File: config.mk
export PLATFORM = sky130hd
export DESIGN_NAME = clos3_mux_net
export DESIGN_NICKNAME = d
export VERILOG_FILES = /design/src/rtl/clos_net_pkg.sv /design/src/rtl/clos_mux_reg.sv /design/src/rtl/clos_ingress.sv /design/src/rtl/clos_middle.sv /design/src/rtl/clos_egress.sv /design/src/rtl/clos3_mux_net.sv
export SDC_FILE = /design/constraint.sdc
export NUM_CORES = 1
export LEC_CHECK = 0
export BUFFER_PORTS_ARGS = -buffer_cell sky130_fd_sc_hd__buf_2
export CAP_MARGIN = 10
export CORE_ASPECT_RATIO = 2
export CORE_MARGIN = 2
export CORE_UTILIZATION = 60
export DETAILED_ROUTE_END_ITERATION = 6
export PLACE_DENSITY = 0.83
export REMOVE_ABC_BUFFERS = 1
export SLEW_MARGIN = 15
export SYNTH_ARGS = -nofsm -noshare
export SYNTH_HDL_FRONTEND = slang
export SYNTH_SLANG_ARGS = --single-unit
File: constraint.sdc
create_clock -name clk_i -period 1.4 [get_ports clk_i]
set_input_delay 0.35 -clock clk_i [delete_from_list [all_inputs] [get_ports clk_i]]
set_output_delay 0.35 -clock clk_i [all_outputs]
set_load 0.01 [all_outputs]
File: src/rtl/clos_net_pkg.sv
package clos_net_pkg;
  function automatic int sel_w(input int fanin);
    return (fanin <= 1) ? 1 : $clog2(fanin);
  endfunction
endpackage

File: src/rtl/clos_mux_reg.sv
module clos_mux_reg #(
  parameter int FANIN = 2,
  parameter int DW    = 8,
  parameter int SW    = 1
) (
  input  logic                clk_i,
  input  logic                rst_ni,
  input  logic [SW-1:0]       sel_i,
  input  logic [FANIN*DW-1:0] d_i,
  output logic [DW-1:0]       q_o
);
  logic [DW-1:0] pick;

  // out-of-range select leaves pick at zero
  always_comb begin
    pick = '0;
    for (int k = 0; k < FANIN; k++) begin
      if (sel_i == SW'(k)) pick = d_i[k*DW +: DW];
    end
  end

  always_ff @(posedge clk_i or negedge rst_ni) begin
    if (!rst_ni) q_o <= '0;
    else         q_o <= pick;
  end

  assert_zero_pass_R10: assert property (@(posedge clk_i) disable iff (!rst_ni)
    (d_i == '0) |=> (q_o == '0));

  if ((1 << SW) > FANIN) begin : g_oor_chk
    assert_oor_zero_R8: assert property (@(posedge clk_i) disable iff (!rst_ni)
      (sel_i >= SW'(FANIN)) |=> (q_o == '0));
  end
endmodule

File: src/rtl/clos_ingress.sv
module clos_ingress #(
  parameter int GN = 2,
  parameter int GR = 2,
  parameter int GM = 3,
  parameter int DW = 8,
  parameter int SW = 1
) (
  input  logic                  clk_i,
  input  logic                  rst_ni,
  input  logic [GR*GM*SW-1:0]   cfg_i,
  input  logic [GN*GR*DW-1:0]   in_i,
  output logic [GR*GM*DW-1:0]   out_o
);
  for (genvar j = 0; j < GR; j++) begin : g_grp
    for (genvar t = 0; t < GM; t++) begin : g_node
      clos_mux_reg #(.FANIN(GN), .DW(DW), .SW(SW)) u_node (
        .clk_i  (clk_i),
        .rst_ni (rst_ni),
        .sel_i  (cfg_i[(j*GM+t)*SW +: SW]),
        .d_i    (in_i[j*GN*DW +: GN*DW]),
        .q_o    (out_o[(j*GM+t)*DW +: DW])
      );
    end
  end
endmodule

File: src/rtl/clos_middle.sv
module clos_middle #(
  parameter int GR = 2,
  parameter int GM = 3,
  parameter int DW = 8,
  parameter int SW = 1
) (
  input  logic                  clk_i,
  input  logic                  rst_ni,
  input  logic [GR*GM*SW-1:0]   cfg_i,
  input  logic [GR*GM*DW-1:0]   in_i,
  output logic [GR*GM*DW-1:0]   out_o
);
  for (genvar t = 0; t < GM; t++) begin : g_col
    logic [GR*DW-1:0] col;
    // gather ingress node t of every group
    for (genvar g = 0; g < GR; g++) begin : g_gather
      assign col[g*DW +: DW] = in_i[(g*GM+t)*DW +: DW];
    end
    for (genvar h = 0; h < GR; h++) begin : g_node
      clos_mux_reg #(.FANIN(GR), .DW(DW), .SW(SW)) u_node (
        .clk_i  (clk_i),
        .rst_ni (rst_ni),
        .sel_i  (cfg_i[(h*GM+t)*SW +: SW]),
        .d_i    (col),
        .q_o    (out_o[(h*GM+t)*DW +: DW])
      );
    end
  end
endmodule

File: src/rtl/clos_egress.sv
module clos_egress #(
  parameter int GN = 2,
  parameter int GR = 2,
  parameter int GM = 3,
  parameter int DW = 8,
  parameter int SW = 2
) (
  input  logic                  clk_i,
  input  logic                  rst_ni,
  input  logic [GR*GN*SW-1:0]   cfg_i,
  input  logic [GR*GM*DW-1:0]   in_i,
  output logic [GR*GN*DW-1:0]   out_o
);
  for (genvar j = 0; j < GR; j++) begin : g_grp
    for (genvar t = 0; t < GN; t++) begin : g_node
      clos_mux_reg #(.FANIN(GM), .DW(DW), .SW(SW)) u_node (
        .clk_i  (clk_i),
        .rst_ni (rst_ni),
        .sel_i  (cfg_i[(j*GN+t)*SW +: SW]),
        .d_i    (in_i[j*GM*DW +: GM*DW]),
        .q_o    (out_o[(j*GN+t)*DW +: DW])
      );
    end
  end
endmodule

File: src/rtl/clos3_mux_net.sv
module clos3_mux_net #(
  parameter int GRP_IN  = 2,
  parameter int GRP_NUM = 2,
  parameter int MID_NUM = 3,
  parameter int DW      = 8,
  localparam int PORTS  = GRP_IN * GRP_NUM,
  localparam int S1W    = clos_net_pkg::sel_w(GRP_IN),
  localparam int S2W    = clos_net_pkg::sel_w(GRP_NUM),
  localparam int S3W    = clos_net_pkg::sel_w(MID_NUM),
  localparam int C1_W   = GRP_NUM * MID_NUM * S1W,
  localparam int C2_W   = GRP_NUM * MID_NUM * S2W,
  localparam int C3_W   = PORTS * S3W,
  localparam int CFG_W  = C1_W + C2_W + C3_W
) (
  input  logic                  clk_i,
  input  logic                  rst_ni,
  input  logic [CFG_W-1:0]      cfg_i,
  input  logic [PORTS*DW-1:0]   in_data_i,
  output logic [PORTS*DW-1:0]   out_data_o
);
  localparam int NODES = GRP_NUM * MID_NUM;

  logic [NODES*DW-1:0] s1_q;
  logic [NODES*DW-1:0] s2_q;

  clos_ingress #(.GN(GRP_IN), .GR(GRP_NUM), .GM(MID_NUM), .DW(DW), .SW(S1W)) u_ingress (
    .clk_i  (clk_i),
    .rst_ni (rst_ni),
    .cfg_i  (cfg_i[0 +: C1_W]),
    .in_i   (in_data_i),
    .out_o  (s1_q)
  );

  clos_middle #(.GR(GRP_NUM), .GM(MID_NUM), .DW(DW), .SW(S2W)) u_middle (
    .clk_i  (clk_i),
    .rst_ni (rst_ni),
    .cfg_i  (cfg_i[C1_W +: C2_W]),
    .in_i   (s1_q),
    .out_o  (s2_q)
  );

  clos_egress #(.GN(GRP_IN), .GR(GRP_NUM), .GM(MID_NUM), .DW(DW), .SW(S3W)) u_egress (
    .clk_i  (clk_i),
    .rst_ni (rst_ni),
    .cfg_i  (cfg_i[C1_W+C2_W +: C3_W]),
    .in_i   (s2_q),
    .out_o  (out_data_o)
  );

  // edges seen since reset release, for assertion warm-up only
  logic [2:0] warm_q;
  always_ff @(posedge clk_i or negedge rst_ni) begin
    if (!rst_ni)             warm_q <= '0;
    else if (warm_q != 3'd4) warm_q <= warm_q + 3'd1;
  end

  assert_steady_R2: assert property (@(posedge clk_i) disable iff (!rst_ni)
    (warm_q >= 3'd3 && $stable(cfg_i) && $past($stable(cfg_i)) &&
     $past($stable(cfg_i), 2) && $past($stable(in_data_i), 2))
    |=> $stable(out_data_o));

  assert_zero_flow_R10: assert property (@(posedge clk_i) disable iff (!rst_ni)
    (warm_q >= 3'd2 && $past(in_data_i == '0, 2)) |=> (out_data_o == '0));
endmodule

After elaboration in Yosys (flattened, before gate mapping). Cells that the tools add are included.

Register bits after elaboration: 128. Latch bits: 0. RAM bits: 0. Memory bits (read-only): 0. Input port bits: 54. Output and inout bits: 32. Logic and storage cells: 52. Memories: 0.

Add/subtract/negate cells: 0. $mul: 0. Divide/modulo/power cells: 0. Magnitude comparators: 0. Eq/ne operators: 8. Shift operators: 0. Multiplexer cells: 24. Bitwise gates (word level): 0. Reduce and logical (&&, ||, !) cells: 4.

Operator list (number): $mux 8 (24); $eq 2x1->1 const B (4); $eq 2x2->1 const B (4); $logic_not 2->1 (4).

Depth between registers and ports, before layout. Gate-level depths: netlist (run 1).

Depth after elaboration: 4. Gate-level depth with buffers: 4. Mapped depth without buffers: 2.

Cells and area by module. A second synthesis (run 1) with hierarchy kept.

Cells, all modules: 316. Area, all modules: 5570.3 µm².

By module, submodules not included: clos_mux_reg at u_ingress.g_grp[0].g_node[0].u_node ... (times used 12, cells each 17, area each 331.6 µm², sequential area each 200.2 µm²); clos_mux_reg at u_egress.g_grp[0].g_node[0].u_node ... (times used 4, cells each 28, area each 397.9 µm², sequential area each 200.2 µm²).

Worst setup path before layout (run 1). OpenSTA, ideal clock, no wires.

Kind: input port to flip-flop. Start point: input cfg_i[0]. End point: register u_ingress.g_grp[0].g_node[0].u_node.q_o[0]. Library setup time: 0.125 ns. Arrival time: 0.846 ns. Required time: 1.275 ns. Slack: 0.429 ns. Stages: 2. Buffers on the path: 1. Cell sequence: buf_2 mux2_2.

Longest elaborated chain between the ends: 1.

Ends and longest elaborated chain: start: declaration (RTL line clos3_mux_net.sv:17) `input logic [CFG_W-1:0] cfg_i,`; $mux 8 (RTL line clos_mux_reg.sv:18) `if (sel_i == SW'(k)) pick = d_i[k*DW +: DW];`; via u_ingress.g_grp[0].g_node[0].u_node.pick[0] (RTL line clos_mux_reg.sv:12) `logic [DW-1:0] pick;`; end signal: assignment (RTL line clos_mux_reg.sv:24) `else q_o <= pick;`; end: declaration (RTL line clos_mux_reg.sv:10) `output logic [DW-1:0] q_o`.

The timed path passes the listed nets, and every way through them passes these cells.

Worst setup path in the final report (run 1).
Start point: register u_egress.g_grp[1].g_node[0].u_node.q_o[4]. End point: output out_data_o[20].

RTL lines: start: declaration (RTL line clos_mux_reg.sv:10); start signal: assignment (RTL line clos_mux_reg.sv:24); end: declaration (RTL line clos3_mux_net.sv:19) `output logic [PORTS*DW-1:0] out_data_o`.

No word-level cell between the ends.

==> flow_summary.ini, run 1 <==
[status]
outcome = complete, no violations

[placement]
hpwl_mm = 7.38
gp_congestion = 0.842
place_inst = 481
numPortBuffers = 85

[cells_and_area]
antenna_cells = 0
final_cell_mix = dfrtp_1 (128), mux2_2 (96), buf_2 (84), mux2i_1 (32), o2bb2ai_1 (32)
drive_above_1_share = 0.528
fin_util = 0.744
final_common_cell = dfrtp_1
syn_to_final_growth_pct = 20.2
fin_cells = 513
nets = 457
fillers = 518

[timing]
max_freq_mhz = 794
tns_ps = 0
finalHoldViolations = 0
setup_viol = 0
tightest_slew_ps = 342
finalCriticalPeriod_ps = 1260
slew_headroom = 0.772
fin_crit_sh = 0.899
grt_setup_unrepaired = no
slew_violations = 0
fin_skew_ps = 5.64

[synthesis]
synth_top_area_cell = dfrtp_1
yosysSeqAreaShare = 0.624
yosysUniqueCellTypes = 7
ys_ff_latch = 128
synth_area_leaders = dfrtp_1 (62%), mux2_2 (21%), mux2i_1 (6.2%)
yosysWarnings = 0
netlist.area_leader.share = 0.624
syn_area_um2 = 5130
postSynthAreaPerCell_um2 = 16.2
synthCells = 316

[die]
rows = 47
dieArea_um2 = 9360
ios = 86
initial_core_util = 0.619
die_y_um = 135
die_w_um = 69.4
core_um2 = 8290

[critical_path]
rr_endpoint = u_egress.g_grp[1].g_node[0].u_node.q_o[0]
worstPathRequired_ps = 1050
critPathKind = reg2out
regToRegSetupSlack_ps = 560
end_kind = output pin
reg2reg_from = u_middle.g_col[1].g_node[1].u_node.q_o[0]
critical_path_arrival_ps = 910
critPathMaxFanout = 1
slowest_delay_ps = 370
path_delay_family = flip-flops
worstPathCellList = buf_2
ff2ff_path_depth = 2
crit_buf_inv = 1
worstSetupStartpointType = flip-flop
crit_path_top_delay_cell = dfrtp_1

[worst_hold_path]
min_from = in_data_i[6]
hold_class = in2reg
timing.hold.worst_path_depth = 2
worst_hold_path.endpoint = u_ingress.g_grp[0].g_node[2].u_node.q_o[6]

[drt]
first_pass_iters = 4
drt_iter0_markers = 91
dr_total_vias = 2912
drt-total-wl_mm = 10.4
vias_per_cell = 5.68
routedWlPerCell_um = 20.3
ant_nets = 0
drc_errors = 0

[power_and_ir_drop]
leakagePower_nw = 2.84
power.density_nw_per_um2 = 1550
combPwrFrac = 0.102
pwr-share-clk = 0.454
intPower_mw = 7.37
power.total_mw = 9.54
p_switching_mw = 2.16
swShare = 0.227
ir_drop_uv = 1450
p_seq_frac = 0.443

[global_routing]
grt_max_degree = 47
grt_pass1_vias = 3360
grtUsageTotal = 0.245
antenna_found_initial = 0
grt_overflow = 0
grt_pass1_wl_mm = 16.8

[cts]
cts_buffer_depth = 2
numCtsBuffers = 17
post_cts_buffers = 0
cts_tree = done
clkSlewWorstSetupHoldPaths_ps = 50
ctsResizeCount = 0
ctsHoldBuffers = 1
htreeDepth = 4
root_buffer = clkbuf_16
clk_latency_ps = 410
cts.sinks = 128

[flow_run]
max_cap_viol_count = 0
[cells in the mapped netlist (all sizes together)]
master     n
dfrtp    128
mux2      96
mux2i     32
o2bb2ai   32
buf       24
nor2b      4
[metrics by stage]
step           hold WS, ps  instance area, µm²  setup WS [ps]
6_report               199                6170            141
2_1_floorplan         54.4                4940            628
4_1_cts                182                6170            114
3_3_place_gp           210                5570            274
5_1_grt                191                6170            102
3_5_place_dp           215                5570            239
[per-layer routing]
metal / up-vias / global-route usage / part of all wire
li1: 1316 / - / -
met2: 110 / 0.436 / 0.57
met5: - / 0 / 0
met1: 1446 / 0.243 / 0.34
met4: 0 / 0.164 / 0.045
met3: 40 / 0.0664 / 0.046
[flip-flops by register name (all words and copies together) (netlist names)]
signal	flops
u_ingress.g_grp.g_node.u_node.q_o	48
u_middle.g_col.g_node.u_node.q_o	48
u_egress.g_grp.g_node.u_node.q_o	32
[cells by family (layout without fill, tap and decap cells)]
kind of cell | count (synthesis) | count (layout) | synth area share
buffers and inverters | 24 | 123 | 0.0380
and+or+nand+nor | 4 | 4 | 0.0107
DFF | 128 | 128 | 0.624
muxes | 128 | 128 | 0.273
AOI/OAI and AO/OA | 32 | 32 | 0.0546
[worst max path at each step]
stage                                                          from                                          to  depth (start not counted)
after floorplan                                            cfg_i[0]  u_ingress.g_grp[0].g_node[0].u_node.q_o[0]                          1
after global placement                                    cfg_i[16]   u_egress.g_grp[1].g_node[0].u_node.q_o[0]                          3
after detailed placement                                  cfg_i[16]   u_egress.g_grp[1].g_node[0].u_node.q_o[2]                          3
after CTS                 u_egress.g_grp[1].g_node[0].u_node.q_o[4]                              out_data_o[20]                          1
after global routing      u_egress.g_grp[1].g_node[1].u_node.q_o[1]                              out_data_o[25]                          1
final                     u_egress.g_grp[1].g_node[0].u_node.q_o[4]                              out_data_o[20]                          1
[cell type report]
type,count,area (µm²),share of cell area
flip-flops and latches,128,3200,0.519
clock buffers,21,450,0.0730
clock inverters,10,138,0.0223
repair buffers,92,520,0.0843
well taps,98,123,0.0199
multi-input cells,164,1740,0.281
[power by group through the flow]
stage / logic [mW] / clock network, mW / registers, mW
2_1_floorplan: 0.428 / 0 / 4.29
3_3_place_gp: 0.932 / 0 / 4.25
3_5_place_dp: 0.959 / 0 / 4.27
4_1_cts: 0.986 / 4.40 / 4.23
5_1_grt: 1.06 / 4.57 / 4.26
6_report: 0.976 / 4.33 / 4.23
Power figures use the tool's default switching activity.
==> run 2, diff against run 1 <==
Settings changed: CORE_UTILIZATION 60 to 62, CTS_BUF_LIST set to sky130_fd_sc_hd__clkbuf_8, PLACE_DENSITY 0.83 to 0.86.
==> flow_summary.ini, run 2 (synthesis gave the netlist of run 1 again) <==
[status]
outcome = complete, no violations

[timing]
grt_setup_unrepaired = no
tightest_slew_ps = 346
slew_violations = 0
setup_viol = 0
finalCriticalPeriod_ps = 1290
layout_setup_ws_ps = 110
fin_skew_ps = 9.59
fin_crit_sh = 0.922
slew_headroom = 0.769
tns_ps = 0
max_freq_mhz = 775
timing.hold.ws_ps = 177
finalHoldViolations = 0

[cells_and_area]
final_common_cell = dfrtp_1
reg_top3 = u_ingress.g_grp.g_node.u_node.q_o x48, u_middle.g_col.g_node.u_node.q_o x48, u_egress.g_grp.g_node.u_node.q_o x32
antenna_cells = 0
drive_above_1_share = 0.533
nets = 456
design_area_um2 = 5970
syn_to_final_growth_pct = 16.3
final_cell_mix = dfrtp_1 (128), mux2_2 (96), buf_2 (84), mux2i_1 (32), o2bb2ai_1 (32)

[die]
ios = 86
rows = 47
initial_core_util = 0.628
die_w_um = 68.4
die_y_um = 133
dieArea_um2 = 9070
core_um2 = 8170

[drt]
first_pass_iters = 4
dr_total_vias = 2936
ant_nets = 0
vias_per_cell = 5.75
routedWlPerCell_um = 19.8
drc_errors = 0
drt-total-wl_mm = 10.1
drt_iter0_markers = 129

[global_routing]
grtUsageTotal = 0.252
grt_overflow = 0
grt_pass1_wl_mm = 16.0
antenna_found_initial = 0
grt_pass1_vias = 3279
grt_max_degree = 71

[critical_path]
slowest_delay_ps = 370
worstPathCellList = buf_2
worstSetupStartpointType = flip-flop
reg2reg_from = u_middle.g_col[2].g_node[0].u_node.q_o[6]
crit_buf_inv = 1
rr_endpoint = u_egress.g_grp[0].g_node[1].u_node.q_o[6]
critPathMaxFanout = 1
ff2ff_path_depth = 2
worstPathRequired_ps = 1050
end_kind = output pin
crit_start = u_egress.g_grp[0].g_node[0].u_node.q_o[6]
critical_path_arrival_ps = 940
path_delay_family = flip-flops
critPathKind = reg2out
regToRegSetupSlack_ps = 540
crit_path_top_delay_cell = dfrtp_1

[cts]
cts_tree = done
cts.sinks = 128
numCtsBuffers = 17
cts_buffer_depth = 2
clkSlewWorstSetupHoldPaths_ps = 70
htreeDepth = 4
clk_latency_ps = 440
root_buffer = clkbuf_8
post_cts_buffers = 0

[power_and_ir_drop]
ir_drop_uv = 895
power.density_nw_per_um2 = 1400
power.total_mw = 8.39
leakagePower_nw = 2.75

[worst_hold_path]
timing.hold.worst_path_depth = 2
hold_class = in2reg
min_from = in_data_i[31]
worst_hold_path.endpoint = u_ingress.g_grp[1].g_node[2].u_node.q_o[7]

[flow_run]
max_cap_viol_count = 0

[placement]
place_ws_ps = 217
hpwl_mm = 7.53
placed_area_um2 = 5550
numPortBuffers = 85
gp_congestion = 0.847
run 2: cell count changes in the layout (fill, tap and decap cells not counted), sizes merged:
| cell | previous run | this run |
|---|---|---|
| clkbuf | 21 | 20 |
| clkinvlp | 2 | 3 |
| buf | 91 | 90 |
| clkinv | 5 | 4 |
run 2: layout make-up:
type	count	area [µm²]
clock buffers	20	275
repair buffers	91	500
clock inverters	10	136
well taps	98	123
flip-flops and latches	128	3200
fillers	522	2200
multi-input cells	164	1740
run 2: how the worst max path moves through the flow:
stage	end	slack [ps]	depth (start not counted)
after floorplan	u_ingress.g_grp[0].g_node[0].u_node.q_o[0]	630	1
after global placement	u_egress.g_grp[1].g_node[0].u_node.q_o[2]	260	3
after detailed placement	u_egress.g_grp[1].g_node[0].u_node.q_o[2]	220	3
after CTS	out_data_o[16]	80	1
after global routing	out_data_o[16]	50	1
final	out_data_o[6]	110	1
run 2: report_power, final:
part	internal [mW]	leakage, nW	total, mW	switching (mW)
Sequential	4.05	1.52	4.22	0.172
Clock	1.87	0.202	3.20	1.33
Combinational	0.482	1.03	0.963	0.482
run 2: routing by layer:
metal | vias up | global-route usage | share of wire
met2 | 121 | 0.434 | 0.58
met3 | 43 | 0.0791 | 0.046
li1 | 1311 | - | -
met1 | 1461 | 0.248 | 0.33
met4 | 0 | 0.153 | 0.046
met5 | - | 0 | 0
run 2: per-stage QoR:
stage / util / std cells
finish: 0.731 / 511
global route: 0.731 / 511
floorplan: - / 292
detailed placement: 0.679 / 480
global placement: 0.679 / 480
CTS: 0.731 / 511
run 2: repair_timing:
item                                   4_1_cts  5_1_grt
resized for setup                            0        0
hold buffers                                 1        0
endpoints found under the hold margin       10        0
